## src/rtl/sync_rx_pkg.sv

```systemverilog
package sync_rx_pkg;
  // what the controller does on a given clock edge
  typedef enum logic [1:0] {
    EV_IDLE  = 2'd0,
    EV_START = 2'd1,
    EV_SHIFT = 2'd2,
    EV_FINAL = 2'd3
  } rx_event_e;
endpackage

```

## src/rtl/srx_phase.sv

```systemverilog
module srx_phase #(
  parameter int MC_DIV = 12
) (
  input  logic clk,
  input  logic rst,
  input  logic mc_stb,
  output logic hi_next,
  output logic rise_now
);
  localparam int HALF = MC_DIV / 2;
  localparam int CW   = (MC_DIV > 1) ? $clog2(MC_DIV) : 1;

  logic [CW-1:0] cnt_q;
  logic [CW-1:0] cnt_d;

  always_comb begin
    if (mc_stb)
      cnt_d = '0;
    else if (cnt_q == CW'(MC_DIV - 1))
      cnt_d = cnt_q;
    else
      cnt_d = cnt_q + 1'b1;
  end

  always_ff @(posedge clk) begin
    if (rst) cnt_q <= '0;
    else     cnt_q <= cnt_d;
  end

  assign hi_next  = (cnt_d >= CW'(HALF));
  assign rise_now = !mc_stb && (cnt_d == CW'(HALF));
endmodule

```

## src/rtl/srx_shreg.sv

```systemverilog
module srx_shreg #(
  parameter int DATA_W = 8
) (
  input  logic              clk,
  input  logic              rst,
  input  logic              load,
  input  logic              shift,
  input  logic              din,
  output logic [DATA_W-1:0] q,
  output logic              marker_top
);
  localparam logic [DATA_W-1:0] PRELOAD = {{(DATA_W-1){1'b1}}, 1'b0};

  always_ff @(posedge clk) begin
    if (rst)        q <= '1;
    else if (load)  q <= PRELOAD;
    else if (shift) q <= {q[DATA_W-2:0], din};
  end

  // the marker zero has reached the top position: next shift is the last
  assign marker_top = ~q[DATA_W-1];
endmodule

```

## src/rtl/srx_ctrl.sv

```systemverilog
module srx_ctrl
  import sync_rx_pkg::*;
(
  input  logic clk,
  input  logic rst,
  input  logic mc_stb,
  input  logic rx_en,
  input  logic ri_clr,
  input  logic marker_top,
  output logic load,
  output logic shift,
  output logic done,
  output logic act_q,
  output logic act_d,
  output logic ri_q
);
  rx_event_e ev;

  always_comb begin
    ev    = EV_IDLE;
    act_d = act_q;
    if (act_q && !rx_en) begin
      act_d = 1'b0;
    end else if (mc_stb) begin
      if (act_q) begin
        if (marker_top) begin
          ev    = EV_FINAL;
          act_d = 1'b0;
        end else begin
          ev = EV_SHIFT;
        end
      end else if (rx_en && !ri_q) begin
        ev    = EV_START;
        act_d = 1'b1;
      end
    end
  end

  assign load  = (ev == EV_START);
  assign shift = (ev == EV_SHIFT) || (ev == EV_FINAL);
  assign done  = (ev == EV_FINAL);

  always_ff @(posedge clk) begin
    if (rst) begin
      act_q <= 1'b0;
      ri_q  <= 1'b0;
    end else begin
      act_q <= act_d;
      if (done)        ri_q <= 1'b1;
      else if (ri_clr) ri_q <= 1'b0;
    end
  end
endmodule

```

## src/rtl/sync_rx_shifter.sv

```systemverilog
module sync_rx_shifter #(
  parameter int DATA_W = 8,
  parameter int MC_DIV = 12
) (
  input  logic              clk,
  input  logic              rst,
  input  logic              mc_stb,
  input  logic              rx_en,
  input  logic              ser_in,
  input  logic              ri_clr,
  output logic [DATA_W-1:0] rx_buf,
  output logic              rx_done,
  output logic              rx_active,
  output logic              shift_clk
);
  logic hi_next, rise_now;
  logic load, shift, done, act_q, act_d, ri_q, marker_top;
  logic samp_q;
  logic [DATA_W-1:0] sreg_q;
  logic [DATA_W-1:0] word_nxt;
  logic [DATA_W-1:0] word_rev;

  srx_phase #(.MC_DIV(MC_DIV)) u_phase (
    .clk(clk), .rst(rst), .mc_stb(mc_stb),
    .hi_next(hi_next), .rise_now(rise_now)
  );

  srx_shreg #(.DATA_W(DATA_W)) u_shreg (
    .clk(clk), .rst(rst), .load(load), .shift(shift), .din(samp_q),
    .q(sreg_q), .marker_top(marker_top)
  );

  srx_ctrl u_ctrl (
    .clk(clk), .rst(rst), .mc_stb(mc_stb), .rx_en(rx_en), .ri_clr(ri_clr),
    .marker_top(marker_top), .load(load), .shift(shift), .done(done),
    .act_q(act_q), .act_d(act_d), .ri_q(ri_q)
  );

  // capture the line where the shift clock rises
  always_ff @(posedge clk) begin
    if (rst)           samp_q <= 1'b0;
    else if (rise_now) samp_q <= ser_in;
  end

  assign word_nxt = {sreg_q[DATA_W-2:0], samp_q};

  // the first bit ends up at the top of the register: reverse into the buffer
  for (genvar i = 0; i < DATA_W; i++) begin : g_rev
    assign word_rev[i] = word_nxt[DATA_W-1-i];
  end

  always_ff @(posedge clk) begin
    if (rst) begin
      rx_buf    <= '0;
      shift_clk <= 1'b0;
    end else begin
      if (done) rx_buf <= word_rev;
      shift_clk <= act_d && hi_next;
    end
  end

  assign rx_done   = ri_q;
  assign rx_active = act_q;
endmodule

```

## config.mk

```make
export PLATFORM = sky130hd
export DESIGN_NAME = sync_rx_shifter
export DESIGN_NICKNAME = d
export VERILOG_FILES = /design/src/rtl/sync_rx_pkg.sv /design/src/rtl/srx_phase.sv /design/src/rtl/srx_shreg.sv /design/src/rtl/srx_ctrl.sv /design/src/rtl/sync_rx_shifter.sv
export SDC_FILE = /design/constraint.sdc
export NUM_CORES = 1
export LEC_CHECK = 0
export BUFFER_PORTS_ARGS = -buffer_cell sky130_fd_sc_hd__buf_2
export CAP_MARGIN = 20
export CORE_MARGIN = 1
export CORE_UTILIZATION = 56
export CTS_CLUSTER_DIAMETER = 60
export DETAILED_ROUTE_END_ITERATION = 8
export PLACE_DENSITY = 0.79
export SYNTH_ARGS = -nofsm -noshare
export SYNTH_HDL_FRONTEND = slang
export SYNTH_SLANG_ARGS = --single-unit
```

## constraint.sdc

```tcl
create_clock -name clk -period 3.05 [get_ports clk]
set_input_delay 0.1525 -clock clk [delete_from_list [all_inputs] [get_ports clk]]
set_output_delay 0.1525 -clock clk [all_outputs]
set_load 0.05 [all_outputs]
```

== Word level (Yosys, flattened, before mapping) ==
Cells that the tools add are included.
Operators by class
  add/sub/neg operators: 1
  $lt $le $gt $ge: 1
  eq/ne operators: 5
  multiplexer cells: 16
  reductions and logical operators: 11
Operators with widths (number)
  2-to-1 mux 1 bit: 11
  2-to-1 mux 4 bit: 2
  2-to-1 mux 2 bit: 3
  adder 4 x 1 -> 4 bit, second input constant: 1
  == test 2 bit, second input constant: 2
  == test 4 x 3 -> 1 bit, second input constant: 1
  == test 4 bit, second input constant: 1
  >= comparator 4 x 3 -> 1 bit, second input constant: 1
  logical AND 1 bit: 4
  nonzero test 2 bit: 2
  zero test 1 bit: 3
  == test 2 x 1 -> 1 bit, second input constant: 1
  OR reduction 2 bit: 1
  logical OR 1 bit: 1
Storage, ports and cells
  register bits: 24
  bits of input ports: 6
  output and inout port bits: 11
  logic and storage cells: 42

== Longest topological paths before layout ==
Gate-level depths: netlist of run 1.
  depth in word-level cells: 10
  depth in mapped cells: 6
  gate-level depth less buffers: 5

== Hierarchy ==
From an unflattened synthesis of run 1, not the netlist that was laid out.
Unflattened totals
  cells, all modules: 99
  area total of the unflattened synthesis: 1002.2 µm²
Modules (own cells, without submodules)
  sync_rx_shifter: times used 1, cells an instance 32, area each 347.8 µm², seq. area each 200.2 µm²
  srx_shreg: times used 1, cells an instance 27, area each 292.8 µm², seq. area each 160.2 µm²
  srx_phase: times used 1, cells an instance 27, area each 239.0 µm², seq. area each 80.1 µm²
  srx_ctrl: times used 1, cells an instance 13, area each 122.6 µm², seq. area each 40.0 µm²

== Worst setup path before layout of run 1 ==
OpenSTA, ideal clock, no wires.
  path kind: reg-to-reg
  start point: register u_ctrl.act_q
  end point: register rx_buf[0]
  library setup time: 132 ps
  arrival: 1347 ps
  data required time: 2918 ps
  path slack: 1571 ps
  cell stages (with the launch flop): 7
  path buffers: 2
  clock period less this slack: 1479 ps
  path through: dfxtp_1 > and3_1 > buf_6 > nand2b_2 > buf_6 > nand2_1 > a21oi_1
On the way
  cells in the longest elaborated chain, start to end: 4
Ends and longest elaborated chain
  start, declared: RTL line srx_ctrl.sv:13  | output logic act_q,
  start signal, assigned: RTL line srx_ctrl.sv:48  | act_q <= act_d;
  2-to-1 mux 2 bit: RTL line srx_ctrl.sv:25  | if (act_q) begin
  2-to-1 mux 2 bit: RTL line srx_ctrl.sv:24  | end else if (mc_stb) begin
  2-to-1 mux 2 bit (*): RTL line srx_ctrl.sv:22  | if (act_q && !rx_en) begin
  == test 2 bit (*): RTL line srx_ctrl.sv:41  | assign done = (ev == EV_FINAL);
  end signal, assigned: RTL line sync_rx_shifter.sv:57  | if (done) rx_buf <= word_rev;
  end, declared: RTL line sync_rx_shifter.sv:11  | output logic [DATA_W-1:0] rx_buf,
Mark *: on every way between the ends. The rest lies on a longest branch, timed or not.
A chain may end at the register's enable or synchronous reset.

== Worst setup path after layout of run 1 ==
  start point: register u_phase.cnt_q[0]
  end point: register samp_q
On the way
  cells in the longest elaborated chain, start to end: 5
Ends and longest elaborated chain
  start, declared: RTL line srx_phase.sv:13  | logic [CW-1:0] cnt_q;
  start signal, assigned: RTL line srx_phase.sv:27  | else cnt_q <= cnt_d;
  adder 4 x 1 -> 4 bit / == test 4 bit (equally long branches): RTL line srx_phase.sv:22, srx_phase.sv:19
  2-to-1 mux 4 bit (*): RTL line srx_phase.sv:19  | else if (cnt_q == CW'(MC_DIV - 1))
  2-to-1 mux 4 bit (*): RTL line srx_phase.sv:17  | if (mc_stb)
  == test 4 x 3 -> 1 bit (*): RTL line srx_phase.sv:31  | assign rise_now = !mc_stb && (cnt_d == CW'(HALF));
  logical AND 1 bit (*): RTL line srx_phase.sv:31
  end signal, assigned: RTL line sync_rx_shifter.sv:42  | else if (rise_now) samp_q <= ser_in;
  end, declared: RTL line sync_rx_shifter.sv:18  | logic samp_q;
Marked as above.

==> results of run 1 <==
logic make-up (layout without fill, tap and decap cells):
| logic type | count (synthesis) | in the layout | synth area share [%] |
|---|---|---|---|
| AO/OA/AOI/OAI | 15 | 15 | 9.16 |
| XOR/XNOR | 3 | 3 | 2.71 |
| adder cells (fa/ha/maj) | 1 | 1 | 1.29 |
| buffers and inverters | 7 | 22 | 4.65 |
| flip-flops | 24 | 24 | 49.5 |
| multiplexers | 2 | 2 | 2.06 |
| AND/OR/NAND/NOR | 59 | 59 | 30.6 |
state kept, by name, indices dropped and copies added, names as in the netlist:
name / cells
samp_q: 1
u_phase.cnt_q: 4
u_shreg.q: 8
shift_clk: 1
u_ctrl.act_q: 1
rx_buf: 8
u_ctrl.ri_q: 1
power by group:
group	switching, mW	internal, mW
registers	0.00471	0.318
logic	0.0188	0.0110
clock network	0.0931	0.133
total	0.117	0.462
synth_stat cells (all sizes together):
master / instances
a21oi: 10
a221o: 1
a22oi: 1
a31oi: 1
and3: 1
buf: 3
clkbuf: 2
dfxtp: 24
ha: 1
inv: 2
mux2i: 2
nand2: 32
nand2b: 5
nand3: 9
nand3b: 1
nor2: 3
nor3: 4
nor3b: 3
nor4: 1
o211ai: 1
o21a: 1
xnor2: 2
xor2: 1
cell type report:
| class | instances | area [um^2] |
|---|---|---|
| clock inverters | 1 | 30.0 |
| inverters | 2 | 7.51 |
| repair buffers | 16 | 80.1 |
| multi-input cells | 80 | 444 |
| fillers | 137 | 474 |
| flip-flops and latches | 24 | 480 |
| well taps | 16 | 20.0 |
| clock buffers | 3 | 22.5 |
critical path, delay by kind of cell, from the launching register on:
family,cells,cell delay [ns]
AO/OA/AOI/OAI,1,0.09
flip-flops,1,0.42
adder cells (fa/ha/maj),1,0.21
AND/OR/NAND/NOR,2,0.47
multiplexers,1,0.21
worst min-delay path by stage:
stage                      start     endpoint  slack [ns]  cells past startpoint
after floorplan           ser_in       samp_q        0.31                      2
after global placement    ri_clr  u_ctrl.ri_q        0.42                      3
after detailed placement  ser_in       samp_q        0.43                      3
after CTS                 ri_clr  u_ctrl.ri_q        0.08                      3
after global routing      ri_clr  u_ctrl.ri_q        0.07                      3
final                     ri_clr  u_ctrl.ri_q        0.08                      3
stage by stage:
step	setup slack (ns)	cells
after floorplan	1.57	111
after detailed placement	1.64	138
after global placement	1.72	138
final	1.60	142
after CTS	1.59	142
after global routing	1.46	142
layer usage:
layer	wire length (um)	GRT usage (%)	vias to the layer above	share of wire (%)
li1	-	-	400	-
met1	797	25.7	367	46
met2	787	34.9	21	46
met3	92	5.83	7	5.3
met4	44	12.5	0	2.6
met5	0	0	-	0
==> impl_metrics.csv, run 1 <==
group,metric,value,unit
run_status,status,"finished with violations",
run_status,violations,"DRC",
synthesis,synth_top_area_cell,"dfxtp_1",
pwr,finalPower,0.579,mW
sta,fin_setup_tns,0,ns
global_routing,grt_pass1_vias,704,
die,fp.dieW,43.6,um
clock_network,numCtsBuffers,3,
worst_setup_path,cpMaxStageDelayCell,"dfxtp_1",
synthesis,ys_warn_count,0,
final_layout,drive_gt1_share,20.6,%
clock_network,cts_root_buf,"clkbuf_4",
synthesis,synth.area.top_cells,"dfxtp_1 (50%), nand2_1 (12%), a21oi_1 (5.2%), nand3_1 (4.1%), nand2b_1 (2.6%)",
synthesis,seq_area_frac_synth,49.5,%
die,rows,14,
route,drt-pass1-iter-count,6,
clock_network,cts_tree,"done",
worst_setup_path,start_kind,"flip-flop",
worst_setup_path,r2r-start,"u_phase.cnt_q[0]",
placed_design,placed_cell_area,1030,um^2
route,viasPerCell,5.60,
die,start_util,62.2,%
clock_network,clkTransAtPathRegs,0.14,ns
global_routing,antenna_found_initial,0,
synthesis,synth_area,970,um^2
clock_network,cts.path.max_buffers,2,
sta,hold_viol,0,
final_layout,syn_to_final_growth,11.9,%
pwr,leakagePower,0.454,nW
die,top_level_ports,17,
worst_setup_path,criticalPathCategory,"flip-flop to flip-flop",
worst_setup_path,worstPathRequired,3.30,ns
clock_network,htree_levels,1,
placed_design,numPortBuffers,16,
sta,drv_slew,0,
global_routing,grt.total_usage,21.6,%
hold_path,min_path_type,"primary input to flip-flop",
pwr,ir_drop,0.357,mV
worst_setup_path,path_max_fanout,4,
synthesis,synth_top_area_share,49.5,%
global_routing,gr-total-overflow,0,
worst_setup_path,worstPathCellList,"ha_1 > nor3b_2 > a21oi_1 > nor4_2 > mux2i_1",
sta,setup_viol,0,
worst_setup_path,cp-endpoint,"samp_q",
placed_design,place_congestion,0.751,
final_layout,final_common_cell,"nand2_1",
worst_setup_path,cp.arrival,1.69,ns
sta,holdWs,0.0762,ns
global_routing,grt_pass1_wl,2970,um
route,drtIter0Drc,20,
route,wl_per_cell,12.1,um
final_layout,fin_nets,134,
placed_design,dp_hpwl,1200,um
die,die-area,1900,um^2
synthesis,ys_types,28,
worst_setup_path,rr_worst_depth,5,
clock_network,cts_hold_buf,0,
clock_network,postCtsResizedCells,0,
final_layout,design_area,1080,um^2
synthesis,synth_area_per_cell,8.74,um^2
sta,clock_skew,0.0148,ns
global_routing,grt_max_degree,19,
sta,period_minus_slack,1.45,ns
route,dr_total_vias,795,
route,remaining_drc_errors,2,
synthesis,synthesis.nets,118,
synthesis,synthesis.instances,111,
sta,max_freq,692,MHz
route,drtAntennaViolNets,0,
run,cap_violations,0,
final_layout,n_antenna_cell,0,
synthesis,ys_seq_elements,24,
worst_setup_path,reg2reg_slack,1.60,ns
die,core_area,1560,um^2
final_layout,final_cell_mix,"nand2_1 (32), dfxtp_1 (24), buf_2 (16)",
sta,rsz0062_at_grt,"no",
clock_network,cts.sinks,24,
final_layout,fin_util,69.6,%
worst_setup_path,r2r_end,"samp_q",
worst_setup_path,startpoint,"u_phase.cnt_q[0]",
clock_network,insertion_delay,0.32,ns
pwr,power_density,533,nW/um^2
sta,tightest_slew,0.599,ns
worst_setup_path,crit_path_end_kind,"flip-flop",
sta,fin_crit_sh,47.4,%
clock_network,post_cts_buffers,0,
worst_setup_path,max_stage_delay,0.42,ns
route,drt_wl_total,1720,um
die,fp.dieH,43.6,um
sta,slew_headroom,59.9,%
Note: power is estimated with default switching activity, not from simulation.
==> run 2, diff against run 1 <==
CORE_UTILIZATION = 47   (was 56)
PLACE_DENSITY = 0.71   (was 0.79)
clock period = 1.3 ns   (was 3.05 ns; I/O delays follow)
==> impl_metrics.csv, run 2 (synthesized netlist as in run 1, its figures left out) <==
group,metric,value,unit
sta,clock_skew,0.0112,ns
route,wl_met2,847,um
sta,setup_viol,0,
die,top_level_ports,17,
placed_design,dp_hpwl,1210,um
pwr,clockPowerShare,38.4,%
route,wl_per_cell,11.1,um
placed_design,place_congestion,0.756,
route,viasPerCell,5.06,
worst_setup_path,path_max_fanout,3,
route,drt_wl_total,1780,um
final_layout,syn_to_final_growth,22.7,%
sta,tightest_slew,0.344,ns
sta,max_freq,819,MHz
worst_setup_path,worstPathCellList,"ha_4 > nor3b_2 > a21oi_2 > nor3b_2 > o21a_1",
worst_setup_path,start_kind,"flip-flop",
route,drt-pass1-iter-count,4,
worst_setup_path,cp.arrival,1.44,ns
global_routing,antenna_found_initial,0,
final_layout,fin_util,61.3,%
pwr,finalPower,1.38,mW
sta,holdWs,0.0768,ns
route,top_layer,"met4",
final_layout,drive_gt1_share,29.1,%
global_routing,grt.total_usage,18.1,%
sta,slew_headroom,77.0,%
worst_setup_path,max_stage_delay,0.35,ns
clock_network,numCtsBuffers,3,
final_layout,final_cell_mix,"nand2_1 (32), dfxtp_1 (20), buf_2 (16)",
die,core_area,1940,um^2
worst_setup_path,crit_path_end_kind,"flip-flop",
clock_network,cts_root_buf,"clkbuf_4",
die,fp.dieW,47.4,um
pwr,switching_power,0.275,mW
hold_path,min_path_type,"primary input to flip-flop",
placed_design,placed_cell_area,1090,um^2
pwr,swShare,20.0,%
clock_network,clkTransAtPathRegs,0.12,ns
die,start_util,49.9,%
pwr,pwr-share-seq,55.0,%
global_routing,grt_max_degree,19,
pwr,power_frac_comb,6.5,%
worst_setup_path,cpMaxStageDelayCell,"dfxtp_2",
clock_network,insertion_delay,0.32,ns
final_layout,n_antenna_cell,0,
sta,hold_viol,0,
global_routing,gr-total-overflow,0,
die,fp.dieH,47.4,um
die,rows,16,
clock_network,htree_levels,1,
pwr,ir_drop,1.13,mV
final_layout,final_common_cell,"nand2_1",
clock_network,cts.path.max_buffers,2,
pwr,power_density,1160,nW/um^2
die,die-area,2250,um^2
clock_network,cts_tree,"done",
worst_setup_path,cp_top_family,"compound AO/OA/AOI/OAI gates",
worst_setup_path,crit_top_cell,"nor3b_2",
placed_design,numPortBuffers,16,
pwr,p_int,1.10,mW
final_layout,fin_nets,142,
run,cap_violations,0,
sta,fin_setup_tns,0,ns
pwr,leakagePower,0.493,nW
route,drtIter0Drc,18,
final_layout,largest_registers,"rx_buf: 8 flops, u_shreg.q: 8 flops, u_phase.cnt_q: 4 flops",
worst_setup_path,reg2reg_slack,0.08,ns
global_routing,grt_pass1_vias,690,
final_layout,design_area,1190,um^2
worst_setup_path,crit_buf_inv,0,
route,drtAntennaViolNets,0,
run_status,status,"complete, no violations",
route,remaining_drc_errors,0,
route,wl_met3,38,um
worst_setup_path,criticalPathCategory,"flip-flop to flip-flop",
clock_network,cts.sinks,24,
sta,period_minus_slack,1.22,ns
global_routing,grt_pass1_wl,2830,um
sta,fin_crit_sh,94.0,%
worst_setup_path,worstPathRequired,1.52,ns
route,wl_met1,857,um
sta,drv_slew,0,
route,dr_total_vias,815,
run 2: changes by cell type in the layout (fill, tap and decap cells not counted), sizes merged:
cell,change
buf,+6
dlygate4sd3,+2
run 2: path summary, 6_finish.rpt:
path                          from      endpoint  depth (start not counted)
setup / recovery  u_phase.cnt_q[0]     shift_clk                          5
hold / removal               rx_en  u_ctrl.act_q                          2
setup reg to reg  u_phase.cnt_q[0]     shift_clk                          5
hold reg to reg          rx_buf[3]     rx_buf[3]                          2
run 2: metal layers:
metal	up-vias	global-route usage [%]
met1	380	24.3
li1	419	-
met3	5	2.26
met4	0	8.57
met5	-	0
met2	11	29.0
run 2: layout make-up:
class	count	area [um^2]
Clock buffer	3	22.5
Clock inverter	1	30.0
Fill cell	175	752
Inverter	2	7.51
Multi-Input combinational cell	80	465
Sequential cell	24	485
Tap cell	27	33.8
Timing Repair Buffer	24	145
run 2: power by group through the flow:
stage          registers (mW)  clock network (mW)  logic [mW]
5_1_grt                 0.760               0.565      0.0996
2_1_floorplan           0.778                   0      0.0471
3_3_place_gp            0.771                   0      0.0809
4_1_cts                 0.756               0.540      0.0876
6_report                0.757               0.529      0.0899
3_5_place_dp            0.771                   0      0.0824
run 2: what timing repair did:
item,in CTS,in global routing
resized for setup,3,3
setup buffers,0,0
setup endpoints to repair,2,2
hold buffers,2,0
endpoints found under the hold margin,2,0
cloned,0,0
pin swaps,0,1
run 2: metrics by stage:
step	worst slack, ns	instances
after global routing	-0.0351	161
after CTS	-0.0170	161
after global placement	0.0233	155
final	0.0785	161
after detailed placement	-0.0222	155
after floorplan	0.00243	111
